<file path="src/rtl/scan_timing_pkg.sv">
package scan_timing_pkg;
  function automatic int unsigned video_cycles(int unsigned hpos, int unsigned half);
    return hpos * 2 * half;
  endfunction

  function automatic int unsigned line_cycles(int unsigned hpos, int unsigned half,
                                              int unsigned blank);
    return video_cycles(hpos, half) + blank;
  endfunction

  function automatic int unsigned pcg_start(int unsigned hpos, int unsigned half,
                                            int unsigned enb_dly, int unsigned pcg_dly);
    return video_cycles(hpos, half) + enb_dly + pcg_dly;
  endfunction

  function automatic int unsigned vck_edge(int unsigned hpos, int unsigned half,
                                           int unsigned enb_dly, int unsigned pcg_dly,
                                           int unsigned vck_dly);
    return pcg_start(hpos, half, enb_dly, pcg_dly) + vck_dly;
  endfunction
endpackage

</file>
<file path="src/rtl/scan_hcount.sv">
module scan_hcount
  import scan_timing_pkg::*;
#(
  parameter int unsigned H_POS    = 108,
  parameter int unsigned HCK_HALF = 6,
  parameter int unsigned H_BLANK  = 200,
  parameter int unsigned HW       = 12,
  parameter int unsigned FW       = 8
) (
  input  logic          clk,
  input  logic          rst,
  input  logic          fsync,
  output logic          run,
  output logic [HW-1:0] hcnt,
  output logic [FW-1:0] half,
  output logic          video,
  output logic          line_wrap
);
  localparam int unsigned LINE = line_cycles(H_POS, HCK_HALF, H_BLANK);
  localparam int unsigned SW   = (HCK_HALF > 1) ? $clog2(HCK_HALF) : 1;
  localparam logic [HW-1:0] H_LAST   = HW'(LINE - 1);
  localparam logic [FW-1:0] HALF_END = FW'(2 * H_POS);
  localparam logic [SW-1:0] SUB_LAST = SW'(HCK_HALF - 1);

  logic [SW-1:0] sub;

  assign video     = run && (half < HALF_END);
  assign line_wrap = run && (hcnt == H_LAST);

  always_ff @(posedge clk) begin
    if (rst) begin
      run <= 1'b0; hcnt <= '0; half <= '0; sub <= '0;
    end else if (fsync) begin
      run <= 1'b1; hcnt <= '0; half <= '0; sub <= '0;
    end else if (run) begin
      if (line_wrap) begin
        hcnt <= '0; half <= '0; sub <= '0;
      end else begin
        hcnt <= hcnt + 1'b1;
        if (half < HALF_END) begin
          if (sub == SUB_LAST) begin
            sub  <= '0;
            half <= half + 1'b1;
          end else begin
            sub <= sub + 1'b1;
          end
        end
      end
    end
  end

  // the whole video section is used up before the line wraps
  a_r3_video_done: assert property (@(posedge clk) disable iff (rst)
    line_wrap |-> (half == HALF_END));
endmodule

</file>
<file path="src/rtl/scan_vcount.sv">
module scan_vcount #(
  parameter int unsigned V_LINES = 1024,
  parameter int unsigned VW      = 10
) (
  input  logic          clk,
  input  logic          rst,
  input  logic          fsync,
  input  logic          line_wrap,
  input  logic          vck_turn,
  input  logic          dir_right,
  input  logic          dir_down,
  output logic [VW-1:0] vcnt,
  output logic          pol,
  output logic          vck_base,
  output logic          rr,
  output logic          dd
);
  localparam logic [VW-1:0] V_LAST = VW'(V_LINES - 1);

  always_ff @(posedge clk) begin
    if (rst) begin
      vcnt <= '0; pol <= 1'b0; vck_base <= 1'b0; rr <= 1'b0; dd <= 1'b0;
    end else if (fsync) begin
      vcnt <= '0; pol <= 1'b0; vck_base <= 1'b0;
      rr <= dir_right; dd <= dir_down;
    end else begin
      if (line_wrap) begin
        pol <= ~pol;
        if (vcnt == V_LAST) begin
          vcnt <= '0;
          rr   <= dir_right;
          dd   <= dir_down;
        end else begin
          vcnt <= vcnt + 1'b1;
        end
      end
      if (vck_turn) vck_base <= ~vck_base;
    end
  end

  a_r9_pol_flips: assert property (@(posedge clk) disable iff (rst)
    (line_wrap && !fsync) |=> (pol != $past(pol)));
  a_r5_vck_only_at_turn: assert property (@(posedge clk) disable iff (rst)
    (!vck_turn && !fsync) |=> $stable(vck_base));
  a_r10_dir_held: assert property (@(posedge clk) disable iff (rst)
    (!fsync && !(line_wrap && vcnt == V_LAST)) |=> ($stable(rr) && $stable(dd)));
endmodule

</file>
<file path="src/rtl/scan_blank.sv">
module scan_blank
  import scan_timing_pkg::*;
#(
  parameter int unsigned H_POS    = 108,
  parameter int unsigned HCK_HALF = 6,
  parameter int unsigned H_BLANK  = 200,
  parameter int unsigned ENB_DLY  = 25,
  parameter int unsigned ENB_LEAD = 20,
  parameter int unsigned PCG_DLY  = 40,
  parameter int unsigned PCG_W    = 60,
  parameter int unsigned PRG_W    = 30,
  parameter int unsigned VCK_DLY  = 10,
  parameter int unsigned HW       = 12
) (
  input  logic          run,
  input  logic [HW-1:0] hcnt,
  output logic          enb_w,
  output logic          pcg_w,
  output logic          prg_w,
  output logic          vck_turn
);
  localparam int unsigned VID  = video_cycles(H_POS, HCK_HALF);
  localparam int unsigned LINE = line_cycles(H_POS, HCK_HALF, H_BLANK);
  localparam int unsigned P0   = pcg_start(H_POS, HCK_HALF, ENB_DLY, PCG_DLY);
  localparam int unsigned VT   = vck_edge(H_POS, HCK_HALF, ENB_DLY, PCG_DLY, VCK_DLY);
  localparam logic [HW-1:0] EF_C  = HW'(VID + ENB_DLY);
  localparam logic [HW-1:0] ER_C  = HW'(LINE - ENB_LEAD);
  localparam logic [HW-1:0] P0_C  = HW'(P0);
  localparam logic [HW-1:0] PE_C  = HW'(P0 + PCG_W);
  localparam logic [HW-1:0] RE_C  = HW'(P0 + PRG_W);
  localparam logic [HW-1:0] VT1_C = HW'(VT - 1);

  assign enb_w    = run && !((hcnt >= EF_C) && (hcnt < ER_C));
  assign pcg_w    = run && (hcnt >= P0_C) && (hcnt < PE_C);
  assign prg_w    = run && (hcnt >= P0_C) && (hcnt < RE_C);
  assign vck_turn = run && (hcnt == VT1_C);
endmodule

</file>
<file path="src/rtl/scan_timing_gen.sv">
module scan_timing_gen
  import scan_timing_pkg::*;
#(
  parameter int unsigned H_POS    = 108,
  parameter int unsigned HCK_HALF = 6,
  parameter int unsigned H_BLANK  = 200,
  parameter int unsigned ENB_DLY  = 25,
  parameter int unsigned ENB_LEAD = 20,
  parameter int unsigned PCG_DLY  = 40,
  parameter int unsigned PCG_W    = 60,
  parameter int unsigned PRG_W    = 30,
  parameter int unsigned VCK_DLY  = 10,
  parameter int unsigned V_LINES  = 1024
) (
  input  logic clk,
  input  logic rst,
  input  logic frame_sync,
  input  logic dir_right,
  input  logic dir_down,
  output logic hst,
  output logic hck1,
  output logic hck2,
  output logic vst,
  output logic vck,
  output logic enb,
  output logic pcg,
  output logic prg,
  output logic line_pol
);
  localparam int unsigned LINE = line_cycles(H_POS, HCK_HALF, H_BLANK);
  localparam int unsigned HW   = $clog2(LINE);
  localparam int unsigned FW   = $clog2(2 * H_POS + 1);
  localparam int unsigned VW   = $clog2(V_LINES);

  logic          run, video, line_wrap, vck_turn;
  logic [HW-1:0] hcnt;
  logic [FW-1:0] half;
  logic [VW-1:0] vcnt;
  logic          pol, vck_base, rr, dd;
  logic          enb_w, pcg_w, prg_w;
  logic          hck_base, hst_win, vst_win, hck1_i;

  scan_hcount #(.H_POS(H_POS), .HCK_HALF(HCK_HALF), .H_BLANK(H_BLANK), .HW(HW), .FW(FW)) u_h (
    .clk(clk), .rst(rst), .fsync(frame_sync), .run(run), .hcnt(hcnt),
    .half(half), .video(video), .line_wrap(line_wrap));

  scan_vcount #(.V_LINES(V_LINES), .VW(VW)) u_v (
    .clk(clk), .rst(rst), .fsync(frame_sync), .line_wrap(line_wrap),
    .vck_turn(vck_turn), .dir_right(dir_right), .dir_down(dir_down),
    .vcnt(vcnt), .pol(pol), .vck_base(vck_base), .rr(rr), .dd(dd));

  scan_blank #(.H_POS(H_POS), .HCK_HALF(HCK_HALF), .H_BLANK(H_BLANK), .ENB_DLY(ENB_DLY),
               .ENB_LEAD(ENB_LEAD), .PCG_DLY(PCG_DLY), .PCG_W(PCG_W), .PRG_W(PRG_W),
               .VCK_DLY(VCK_DLY), .HW(HW)) u_b (
    .run(run), .hcnt(hcnt), .enb_w(enb_w), .pcg_w(pcg_w), .prg_w(prg_w),
    .vck_turn(vck_turn));

  // phase decode: right scan takes half-periods 0..1, left scan 1..2
  assign hck_base = video && !half[0];
  assign hst_win  = video && (rr ? (half < FW'(2)) : ((half == FW'(1)) || (half == FW'(2))));
  assign vst_win  = (vcnt == '0);
  assign hck1_i   = rr ? hck_base : ~hck_base;

  assign hck1     = run & hck1_i;
  assign hck2     = run & ~hck1_i;
  assign hst      = run & (rr ? hst_win : ~hst_win);
  assign vst      = run & (dd ? vst_win : ~vst_win);
  assign vck      = run & (dd ? vck_base : ~vck_base);
  assign enb      = enb_w;
  assign pcg      = pcg_w;
  assign prg      = prg_w;
  assign line_pol = run & pol;

  a_r1_park: assert property (@(posedge clk)
    rst |=> ({hst, hck1, hck2, vst, vck, enb, pcg, prg, line_pol} == 9'b0));
  a_r2_restart: assert property (@(posedge clk) disable iff (rst)
    frame_sync |=> (run && hcnt == '0 && vcnt == '0 && !line_pol));
  a_r3_complement: assert property (@(posedge clk) disable iff (rst)
    run |-> (hck1 != hck2));
  a_r7_pcg_in_blank: assert property (@(posedge clk) disable iff (rst)
    pcg |-> (!video && !enb));
  a_r8_prg_in_pcg: assert property (@(posedge clk) disable iff (rst)
    prg |-> pcg);
  a_r8_prg_rises_with_pcg: assert property (@(posedge clk) disable iff (rst)
    $rose(prg) |-> $rose(pcg));
endmodule

</file>
<file path="config.mk">
export PLATFORM = sky130hd
export DESIGN_NAME = scan_timing_gen
export DESIGN_NICKNAME = d
export VERILOG_FILES = /design/src/rtl/scan_timing_pkg.sv /design/src/rtl/scan_hcount.sv /design/src/rtl/scan_vcount.sv /design/src/rtl/scan_blank.sv /design/src/rtl/scan_timing_gen.sv
export SDC_FILE = /design/constraint.sdc
export NUM_CORES = 1
export LEC_CHECK = 0
export ABC_AREA = 0
export BUFFER_PORTS_ARGS = -buffer_cell sky130_fd_sc_hd__buf_2
export CAP_MARGIN = 10
export CORE_AREA = 4 4 71 123
export DETAILED_ROUTE_END_ITERATION = 12
export DIE_AREA = 0 0 75 127
export GPL_TIMING_DRIVEN = 0
export PLACE_DENSITY = 0.47
export SYNTH_ARGS = -nofsm -noshare
export SYNTH_HDL_FRONTEND = slang
export SYNTH_SLANG_ARGS = --single-unit
</file>
<file path="constraint.sdc">
create_clock -name clk -period 2.05 [get_ports clk]
set_input_delay 0.205 -clock clk [delete_from_list [all_inputs] [get_ports clk]]
set_output_delay 0.205 -clock clk [all_outputs]
set_load 0.01 [all_outputs]
</file>
# == Word level (Yosys, flattened, before mapping) ==
# Index checks and enable logic that the tools add are counted.
# totals
memories,0
reg_bits,37
word_cells,79
latch_bits,0
in_bits,5
ramBits,0
output_inout_bits,9
romBits,0
# op_classes
shift,0
n_eq_ne,6
addsub,4
muxes,19
n_reduce_logical,22
bitwise,12
order_cmp,7
n_div,0
mul,0
# op_table
op,count
"less-than comparator 11 bit, second input constant",3
2-to-1 mux 8 bit,3
"== test 11 bit, second input constant",2
"greater-or-equal comparator 11 bit, second input constant",2
"adder 11 x 1 -> 11 bit, second input constant",1
2-to-1 mux 1 bit,11
2-to-1 mux 11 bit,1
"adder 10 x 1 -> 10 bit, second input constant",1
"== test 10 bit, second input constant",1
logical AND 1 bit,10
zero test 10 bit,1
2-to-1 mux 10 bit,1
2-to-1 mux 3 bit,3
"adder 8 x 1 -> 8 bit, second input constant",1
"== test 8 x 1 -> 1 bit, second input constant",1
"== test 8 x 2 -> 1 bit, second input constant",1
"less-than comparator 8 x 2 -> 1 bit, second input constant",1
"less-than comparator 8 bit, second input constant",1
nonzero test 2 bit,4
bitwise AND 1 bit,6
inverter 1 bit,6
AND reduction 2 bit,2
"adder 3 x 1 -> 3 bit, second input constant",1
"== test 3 bit, second input constant",1
other kinds (4),5

# == Logic depth before layout (Yosys ltp) ==
# Gate-level depths: netlist (run 1).
# depth
ltp_word,7
ltp_mapped,7
mapped_depth_nobuf,6

# == Cells and area by module ==
# From an unflattened synthesis (run 1), not the netlist that was laid out.
# hier_totals
cells_unflattened,244
hier_area_um2,2053.2
# by_module_without_submodules
module,area_per_inst_um2,seq_area_each_um2,instances,cells_per_inst
scan_hcount,1043.5,460.4,1,117
scan_vcount,695.7,280.3,1,80
scan_blank,168.9,0.0,1,26
scan_timing_gen,145.1,0.0,1,21

# == Worst setup path after synthesis (run 1) ==
# Ideal clock, no wire load.
# synth_timing
path_kind,register -> register
start,reg u_h.hcnt[0]
end,reg u_v.vcnt[3]
slack_ps,325
synth_period_minus_slack_ps,1725
stages_incl_launch_ff,7
required_ps,1984
setup_ps,66
path_buffers,1
arrival_time_ps,1659
path_cell_list,dfxtp_1 -> ha_1 -> and3_1 -> nand3_2 -> buf_6 -> or4_4 -> a21oi_2
# synth_via
elab_chain_cells,2
# synth_rtl
element,line_no,text
from (decl),scan_hcount.sv:14,"output logic [HW-1:0] hcnt,"
from (signal assigned),scan_hcount.sv:39,hcnt <= hcnt + 1'b1;
== test 11 bit,scan_hcount.sv:28,assign line_wrap = run && (hcnt == H_LAST);
logical AND 1 bit,scan_hcount.sv:28,
to (signal assigned),scan_vcount.sv:34,vcnt <= vcnt + 1'b1;
to (decl),scan_vcount.sv:12,"output logic [VW-1:0] vcnt,"
# No other way between the ends.
# A chain may end at the register's enable or synchronous reset.

# == Final worst setup path (run 1) ==
# layout_timing
start,reg u_h.hcnt[5]
end,out prg
# layout_via
elab_chain_cells,3
word_cells_on_any_way,4
classes_between,2 x order compare; 2 x reduce/logical
# layout_rtl
element,line_no,text
greater-or-equal comparator 11 bit,scan_blank.sv:35,assign prg_w = run && (hcnt >= P0_C) && (hcnt < RE_C);
logical AND 1 bit,scan_blank.sv:35,
logical AND 1 bit (*),scan_blank.sv:35,
to (decl),scan_timing_gen.sv:27,"output logic prg,"
# Mark *: on every way between the ends. The rest lies on a longest branch, timed or not.

==> impl_results.md, run 1 <==
* Fin util at 32.0%
* Worst-path clk slew at 0.06 ns
* Met2 wire len at 2880 um
* FFs w/ async S/R, synth at 0%
* Starting DRT DRC Count at 60
* Final hold vios at 0
* Post-DP HPWL at 3860 um
* Nets at 287
* Crit path cell chain: clkbuf_2 > nor2_1 > a21oi_1 > o211ai_1 > a221oi_1 > buf_2
* Full die area at 9530 um^2
* Area post-placement at 2290 um^2
* Final period util at 93.7%
* Antenna Nets Post-Route at 0
* Total I/O pin count at 14
* Logic pwr share at 4.7%
* Syn Inst Count at 255
* Area contributors post-synth: dfxtp_1 35%, nor2_1 5.8%, ha_1 4.7%
* Setup Crit Path Kind: register to output pin
* CTS Root Cell: clkbuf_16
* Hold Path Stages at 3
* Crit-path max cell delay at 0.37 ns
* Total power at 0.00168 W
* Power Density at 670 nW/um^2
* Max Used Layer: met4
* EDFF count, synth at 0
* Total CTS buffers at 5
* VDD IR-drop max at 0.288 mV
* DR DRC count at 0
* Place WS at -0.0639 ns
* Final setup margin at 0.128 ns
* WL/cell at 14.4 um
* # setup viols final at 0
* Commonest non-fill, non-tap cell in the layout: dfxtp_1
* Commonest cells after routing, fill and taps aside: 35 x dfxtp_1, 33 x nor2_1, 21 x nand2_1, 17 x buf_2
* Ant. Diodes at 0
* Setup bufs post-CTS at 0
* Max-Cap Viols at 0
* TritonCTS clock tree: yes
* Pin count of the biggest net entering global routing at 12
* CTS Sinks at 37
* Final Cell Area at 2500 um^2
* Mapped Area at 2120 um^2
* Initial antenna violation count at 0
* Fraction of layout cells with a size suffix above 1 at 15.3%
* Share of the synthesized area in the top cell type at 35.0%
* Total wire length at 5240 um
* Reg2Reg Depth at 6
* #FFs+latches synth at 37
* Main synth FF type: dfxtp_1
* Skew final at 0.00600 ns
* Syn Area/Cell at 8.31 um^2
* RSZ-0062 raised after global routing: no
* Hold buffer count at cts at 0
* DR vias at 1854
* Core Area at 7800 um^2
* Yosys top cell by area: dfxtp_1
* H-Tree Depth at 2
* Global placement routability congestion at 0.723
* Switching Fraction at 21.0%
* Max-slew violations at 0
* Flop2flop setup slack at 0.16 ns
* First-pass GRT wire length at 8870 um
* Worst Hold Path EP: u_v.dd$_SDFFE_PP0P_
* Worst-path cell with the longest stage delay: dfxtp_1
* Port Buffers at 12
* P_sw at 0.000353 W
* Worst skew pair latency at 0.28 ns
* Critical Path Source Type: register
* Vias in the first global route at 1838
* Clock share of power at 51.4%
* TritonRoute pass-1 iters at 5
* Area Growth Syn to Fin at 18.0%
* Longest Clk Path Bufs at 2
* Fin crit period at 1.92 ns
* Worst hold start: dir_down
* Remaining global-route overflow at 0
* Met1 Routed Length at 2110 um
* Crit-path max FO at 10
* Die Span Y at 127 um
* Least-Margin Pin Slew at 0.488 ns
* Outcome: completed
* Ys Warns at 0
* Synth cell types at 49
* Critical path endpoint category: output pin
* CP required at 1.85 ns
* Arrival time worst endpoint at 1.72 ns
* Slew margin rel. at 67.4%
* Min-delay worst type: input port to register
* Worst R2R Start: u_h.hcnt[0]$_SDFFE_PP0P_
* Fmax at 520 MHz
* Lkg Pwr at 0.886 nW
* Worst R2R End: u_v.vcnt[3]$_SDFFE_PP0N_
* Seq/Total Area, Yosys at 35.0%
* Power share of the sequential group at 43.9%
* Synthesized Nets at 268
* FP Rows at 43
* GRT Total Usage at 12.2%
* Pint at 0.00132 W
* WL met3 at 131 um
* Vias per cell at 5.09
* Initial Utilization at 27.2%
* Die Wd at 75 um
==> final cells by class <==
class / instances / area [um^2]
sequential: 37 / 746
buffer: 15 / 83.8
tap: 90 / 113
timing repair buffer: 12 / 60.1
fill: 826 / 5300
multi-input combinational: 196 / 1310
inverter: 7 / 26.3
clock inverter: 2 / 35.0
clock buffer: 5 / 125
==> metal layers <==
layer  up-vias  global-route usage [%]
li1        944                       -
met1       879                    12.8
met2        23                    22.1
met3         8                    2.44
met4         0                    6.08
met5         -                       0
==> power groups by stage <==
stage               clock network [W]   logic, W  registers [W]
floorplan                           0  0.0000492       0.000748
global placement                    0  0.0000742       0.000752
detailed placement                  0  0.0000756       0.000752
CTS                          0.000892  0.0000770       0.000737
global route                 0.000913  0.0000885       0.000737
finish                       0.000861  0.0000788       0.000736
==> Yosys cell counts, drive strengths merged, types with 2 or more instances <==
library cell	instances
and4	4
and2	5
nor2	33
nor4	4
xor2	11
buf	8
clkbuf	7
nand3	6
nand4b	2
ha	8
o2111ai	2
dfxtp	37
or3	4
and4b	2
nor2b	2
o21a	2
nor3b	5
or4	3
a21oi	13
nand2b	2
nor3	8
inv	7
o21ai	8
nand2	22
nand4	7
and3	3
mux2i	4
o211ai	7
a211oi	2
xnor2	11
o31ai	3
==> timing repair <==
action / 4_1_cts / 5_1_grt
resized for setup: 5 / 9
setup endpoints to repair: 24 / 23
gates cloned: 0 / 0
pin swaps: 1 / 0
==> how the worst max path moves through the flow <==
stage	start	endpoint	slack, ns	cells past startpoint
after detailed placement	u_h.hcnt[0]$_SDFFE_PP0P_	u_v.vcnt[2]$_SDFFE_PP0N_	-0.06	6
after global placement	u_h.hcnt[0]$_SDFFE_PP0P_	u_h.hcnt[6]$_SDFFE_PP0P_	-0.06	7
after floorplan	u_h.hcnt[0]$_SDFFE_PP0P_	u_v.vcnt[3]$_SDFFE_PP0N_	0.32	6
final	u_h.hcnt[5]$_SDFFE_PP0P_	prg	0.13	6
after CTS	u_h.hcnt[0]$_SDFFE_PP0P_	u_v.vcnt[2]$_SDFFE_PP0N_	-0.09	6
after global routing	u_h.run$_SDFFE_PP0P_	hst	0.001	4
==> through the flow <==
stage	TNS, ns	std cells	hold slack [ns]
after floorplan	0	255	0.321
after global placement	-0.634	357	0.467
after detailed placement	-0.665	357	0.471
after CTS	-1.10	364	0.193
after global routing	0	364	0.212
final	0	364	0.194
==> registers in the layout, indices dropped and copies added (netlist names) <==
name	flops
u_h.half	8
u_h.hcnt	11
u_h.run	1
u_h.sub	3
u_v.dd	1
u_v.pol	1
u_v.rr	1
u_v.vck_base	1
u_v.vcnt	10
==> cells by family (layout without fill, tap and decap cells) <==
| logic type | after synthesis | after routing | share of synthesized area [%] |
|---|---|---|---|
| mux | 4 | 4 | 1.89 |
| flops | 37 | 37 | 35.0 |
| simple gates | 116 | 116 | 29.5 |
| compound gates | 46 | 46 | 14.8 |
| buf+inv | 22 | 41 | 4.96 |
| xor+xnor | 22 | 22 | 9.10 |
| fa+ha+maj | 8 | 8 | 4.73 |
==> worst max-delay path: cells and delay by family (launching register included) <==
| kind | cells | cell delay, ns |
|---|---|---|
| simple gates | 1 | 0.06 |
| compound gates | 3 | 0.55 |
| flops | 1 | 0.37 |
| buf+inv | 2 | 0.46 |
Note: power is estimated with default switching activity, not from simulation.
==> run 2: changes to the inputs <==
--- a/config.mk
+++ b/config.mk
@@ -9,10 +9,11 @@
 export BUFFER_PORTS_ARGS = -buffer_cell sky130_fd_sc_hd__buf_2
 export CAP_MARGIN = 10
 export CORE_AREA = 4 4 71 123
+export CTS_BUF_LIST = sky130_fd_sc_hd__clkbuf_16
 export DETAILED_ROUTE_END_ITERATION = 12
 export DIE_AREA = 0 0 75 127
 export GPL_TIMING_DRIVEN = 0
-export PLACE_DENSITY = 0.47
+export PLACE_DENSITY = 0.49
 export SYNTH_ARGS = -nofsm -noshare
 export SYNTH_HDL_FRONTEND = slang
 export SYNTH_SLANG_ARGS = --single-unit
==> constraint.sdc (replaced) <==
create_clock -name clk -period 1.75 [get_ports clk]
set_input_delay 0.175 -clock clk [delete_from_list [all_inputs] [get_ports clk]]
set_output_delay 0.175 -clock clk [all_outputs]
set_load 0.01 [all_outputs]
==> run 2 against run 1 <==
Effect of this change:
- via count rose by 2.7%
- worst setup slack worse by 0.31 ns
- cell count up 4.7%
- critical path depth rose by 1
- the flow now finishes with violations (setup timing)
- non-clock buffer count is 16 higher
- cell area grew 11%
- global-route usage fell by 0.41 points
- largest cell class unchanged
==> impl_results.md, run 2 (same netlist as run 1, synthesis figures left out) <==
* Die Wd at 75 um
* Outcome: finished with violations
* TritonCTS clock tree: yes
* DR vias at 1904
* Vias in the first global route at 1799
* Total power at 0.00202 W
* Post-DP HPWL at 3760 um
* Fin crit period at 1.93 ns
* VDD IR-drop max at 0.343 mV
* Max reg flops at 11
* Fraction of layout cells with a size suffix above 1 at 26.1%
* Worst hold start: dir_down
* CTS Sinks at 37
* Commonest cells after routing, fill and taps aside: 33 x nor2_1, 30 x dfxtp_1, 20 x nand2_1, 16 x buf_2, 14 x buf_4
* Slew margin rel. at 62.6%
* H-Tree Depth at 2
* Commonest non-fill, non-tap cell in the layout: nor2_1
* Final period util at 111%
* Global placement routability congestion at 0.810
* WL/cell at 13.9 um
* Fin util at 35.7%
* Total CTS buffers at 5
* Vias per cell at 5.00
* Crit-path max FO at 4
* Ant. Diodes at 0
* Pin count of the biggest net entering global routing at 13
* RSZ-0062 raised after global routing: yes
* Least-Margin Pin Slew at 0.558 ns
* Initial antenna violation count at 0
* Arrival time worst endpoint at 1.76 ns
* CP required at 1.57 ns
* Final setup margin at -0.184 ns
* Area Growth Syn to Fin at 31.4%
* Min-delay worst type: input port to register
* Final Cell Area at 2780 um^2
* Final hold vios at 0
* Total wire length at 5290 um
* Die Span Y at 127 um
* # setup viols final at 5
* Power Density at 725 nW/um^2
* Setup Crit Path Kind: register to output pin
* Full die area at 9530 um^2
* GRT Total Usage at 11.8%
* Fmax at 517 MHz
* TritonRoute pass-1 iters at 4
* Critical Path Source Type: register
* Min Hold Slack at 0.173 ns
* Port Buffers at 12
* Worst R2R Start: u_h.hcnt[0]$_SDFFE_PP0P_
* Area post-placement at 2290 um^2
* Failing checks: setup timing
* Top Registers: u_h.hcnt: 11 flops, u_v.vcnt: 10 flops, u_h.half: 8 flops
* Total I/O pin count at 14
* Starting DRT DRC Count at 96
* Remaining global-route overflow at 0
* FP Rows at 43
* Max-slew violations at 0
* Initial Utilization at 27.2%
* CTS Root Cell: clkbuf_16
* Worst skew pair latency at 0.29 ns
* Longest Clk Path Bufs at 2
* Worst setup path startpoint: u_h.hcnt[0]$_SDFFE_PP0P_
* Max-Cap Viols at 0
* First-pass GRT wire length at 8770 um
* Nets at 303
* Most flop-heavy register: u_h.hcnt
* Lkg Pwr at 0.996 nW
* Core Area at 7800 um^2
* DR DRC count at 0
* Skew final at 0.00437 ns
* Antenna Nets Post-Route at 0
* Worst-path clk slew at 0.06 ns
* Critical path endpoint category: output pin
## run 2: area by class of cell
| cell class | count | area, um^2 |
|---|---|---|
| clock inverters | 3 | 42.5 |
| clock buffers | 5 | 125 |
| repair buffers | 28 | 195 |
| flip-flops and latches | 37 | 754 |
| multi-input cells | 196 | 1410 |
| inverters | 7 | 28.8 |
| well taps | 90 | 113 |
| fillers | 809 | 5020 |
| plain buffers | 15 | 113 |
## run 2: routing by layer
layer	part of all wire, %	track usage [%]	wire length (um)	up-vias
li1	-	-	-	983
met1	39	12.7	2060	899
met2	57	21.5	3020	16
met3	1.9	2.28	103	6
met4	1.9	5.03	100	0
met5	0	0	0	-
## run 2: report_power, final
part / switching (W) / internal [W] / total, W
clock network: 0.000375 / 0.000670 / 0.00105
registers: 0.0000111 / 0.000848 / 0.000860
logic: 0.0000609 / 0.0000538 / 0.000115
total: 0.000447 / 0.00157 / 0.00202
## run 2: what timing repair did
action / in CTS / in global routing
pin swaps: 8 / 17
gates cloned: 0 / 0
setup buffers: 8 / 8
resized for setup: 31 / 28
setup endpoints to repair: 39 / 17
hold buffers: 0 / 0
## run 2: worst paths after layout
path	to	slack (ns)	cells after the start
setup reg to reg	u_v.vcnt[3]$_SDFFE_PP0N_	-0.07	8
hold / removal	u_v.dd$_SDFFE_PP0P_	0.17	3
setup / recovery	pcg	-0.18	7
hold reg to reg	u_h.sub[2]$_SDFFE_PP0P_	0.48	2
## run 2: critical path: stages (launching register included)
cell      delay (ns)
dfxtp_4         0.36
buf_6           0.13
nor4_4          0.29
buf_4           0.16
a21oi_2         0.04
o211ai_1        0.23
a31oi_1         0.09
buf_2           0.18
## run 2: through the flow
step	setup TNS, ns	setup WS, ns	instances
6_report	-0.575	-0.184	381
4_1_cts	-0.808	-0.244	373
3_5_place_dp	-5.94	-0.338	357
5_1_grt	-1.61	-0.275	381
3_3_place_gp	-4.99	-0.311	357
2_1_floorplan	0	0.0249	255
==> run 3: changes to the inputs <==
--- a/config.mk
+++ b/config.mk
@@ -14,6 +14,7 @@
 export DIE_AREA = 0 0 75 127
 export GPL_TIMING_DRIVEN = 0
 export PLACE_DENSITY = 0.49
+export SETUP_SLACK_MARGIN = 0.15
 export SYNTH_ARGS = -nofsm -noshare
 export SYNTH_HDL_FRONTEND = slang
 export SYNTH_SLANG_ARGS = --single-unit
==> run 3 against run 2 <==
Effect of this change:
- the flow still finishes with violations (setup timing)
- first-iteration DRC count down 19%
- critical path depth down 1
- wire length up 9.3%
- worst hold slack worse by 0.013 ns
- sequential power about the same
- non-clock buffer count up 8
- fmax up 2.5%
- total power down 5.7%
- critical endpoint is now enb
- largest power group unchanged
==> impl_results.md, run 3 (same netlist as run 1, synthesis figures left out) <==
* DR vias at 2009
* Power share of the sequential group at 45.0%
* H-Tree Depth at 2
* Pint at 0.00144 W
* Core Area at 7800 um^2
* Antenna Nets Post-Route at 0
* Worst hold start: dir_down
* Total I/O pin count at 14
* Lkg Pwr at 1.08 nW
* Total wire length at 5780 um
* Hold buffer count at cts at 0
* Hold Path Stages at 3
* CTS Sinks at 37
* Most flop-heavy register: u_h.hcnt
* Failing checks: setup timing
* Setup Crit Path Kind: register to output pin
* Full die area at 9530 um^2
* VDD IR-drop max at 0.297 mV
* Max reg flops at 11
* CP required at 1.57 ns
* Crit path cell chain: buf_6 > nor4_4 > nor2_1 > a2111oi_2 > o21a_1 > buf_2
* Initial Utilization at 27.2%
* Ant. Diodes at 0
* Remaining global-route overflow at 0
* Clock share of power at 47.7%
* Logic pwr share at 7.3%
* Worst-path cell with the longest stage delay: dfxtp_4
* Pin count of the biggest net entering global routing at 14
* TritonRoute pass-1 iters at 4
* Fin util at 38.6%
* Vias per cell at 5.15
* Filler instances at 790
* DR DRC count at 0
* WL/cell at 14.8 um
* Crit-path max cell delay at 0.36 ns
* Min-delay worst type: input port to register
* Initial antenna violation count at 0
* Die Wd at 75 um
* # setup viols final at 9
* Slew margin rel. at 49.7%
* Dpl cells at 357
* Area Growth Syn to Fin at 42.1%
* Final Cell Area at 3010 um^2
* Worst Hold Path EP: u_v.dd$_SDFFE_PP0P_
* Critical Path Source Type: register
* GRT Total Usage at 12.4%
* Final period util at 108%
* Reg2Reg Depth at 8
* Fraction of layout cells with a size suffix above 1 at 36.0%
* Max-slew violations at 0
* Post-DP HPWL at 3810 um
* Least-Margin Pin Slew at 0.751 ns
* Worst-path clk slew at 0.06 ns
* Final hold vios at 0
* Worst R2R End: u_v.vcnt[3]$_SDFFE_PP0N_
* First-pass GRT wire length at 9180 um
* Commonest non-fill, non-tap cell in the layout: dfxtp_1
* Switching Fraction at 24.4%
* Max-Cap Viols at 0
* Commonest cells after routing, fill and taps aside: 25 x dfxtp_1, 23 x nor2_1, 21 x buf_4, 19 x nand2_1, 14 x buf_2
* Total CTS buffers at 5
* Final setup margin at -0.137 ns
* Global placement routability congestion at 0.773
* Fin crit period at 1.89 ns
* Die Span Y at 127 um
* Flop2flop setup slack at -0.05 ns
* Power Density at 632 nW/um^2
* Longest Clk Path Bufs at 2
* Starting DRT DRC Count at 78
* CTS Root Cell: clkbuf_16
* Final Non-Filler Cells at 390
* Total power at 0.00190 W
* Area post-placement at 2310 um^2
* Top Registers: u_h.hcnt: 11 flops, u_v.vcnt: 10 flops, u_h.half: 8 flops
* Critical path endpoint category: output pin
* Fmax at 530 MHz
* Worst R2R Start: u_h.hcnt[0]$_SDFFE_PP0P_
* Skew final at 0.00641 ns
* Crit-path max FO at 3
* Worst skew pair latency at 0.29 ns
* RSZ-0062 raised after global routing: yes
* Outcome: finished with violations
* Worst setup path startpoint: u_h.hcnt[0]$_SDFFE_PP0P_
* Vias in the first global route at 1964
* FP Rows at 43
* TritonCTS clock tree: yes
* Port Buffers at 12
* Arrival time worst endpoint at 1.71 ns
* Nets at 312
* P_sw at 0.000464 W
[run 3: area by class of cell]
type	instances	area (um^2)	area share [%]
repair buffers	36	299	9.93
plain buffers	15	133	4.41
clock inverters	3	22.5	0.748
well taps	90	113	3.74
clock buffers	5	125	4.16
inverters	7	28.8	0.956
flip-flops and latches	37	766	25.4
multi-input cells	197	1520	50.6
[run 3: worst max-delay path, delay by kind of cell, from the launching register on]
family          cells  cell delay [ns]
simple gates        2             0.40
compound gates      2             0.41
buf+inv             2             0.25
flops               1             0.36
[run 3: worst max path at each step]
stage,to,cells past startpoint
floorplan,u_v.vcnt[3]$_SDFFE_PP0N_,6
global placement,u_v.vcnt[2]$_SDFFE_PP0N_,6
detailed placement,u_h.hcnt[9]$_SDFFE_PP0P_,7
CTS,pcg,7
global route,prg,6
finish,enb,6
[run 3: what timing repair did]
item                       CTS  global route
setup endpoints to repair   40            32
cloned                       0             3
setup buffers               17             5
gates resized for setup     57            34
pin swaps                   22            11
[run 3: per-layer routing]
layer | track usage (%) | up-vias | part of all wire (%)
li1 | - | 1001 | -
met1 | 12.6 | 972 | 38
met2 | 22.9 | 24 | 56
met3 | 2.83 | 12 | 2.7
met4 | 5.14 | 0 | 2.9
met5 | 0 | - | 0
[run 3: stage by stage]
| step | worst slack (ns) | setup TNS [ns] | hold slack, ns |
|---|---|---|---|
| after CTS | -0.130 | -0.396 | 0.159 |
| after global placement | -0.151 | -2.10 | 0.459 |
| after floorplan | 0.160 | 0 | 0.291 |
| final | -0.137 | -0.491 | 0.160 |
| after global routing | -0.195 | -1.55 | 0.177 |
| after detailed placement | -0.152 | -2.22 | 0.467 |
[run 3: power groups by stage]
| stage | Combinational [W] | Sequential [W] | Clock, W |
|---|---|---|---|
| floorplan | 0.0000577 | 0.000877 | 0 |
| global placement | 0.0000868 | 0.000881 | 0 |
| detailed placement | 0.0000879 | 0.000881 | 0 |
| CTS | 0.000116 | 0.000856 | 0.000943 |
| global route | 0.000149 | 0.000858 | 0.000964 |
| finish | 0.000138 | 0.000857 | 0.000909 |
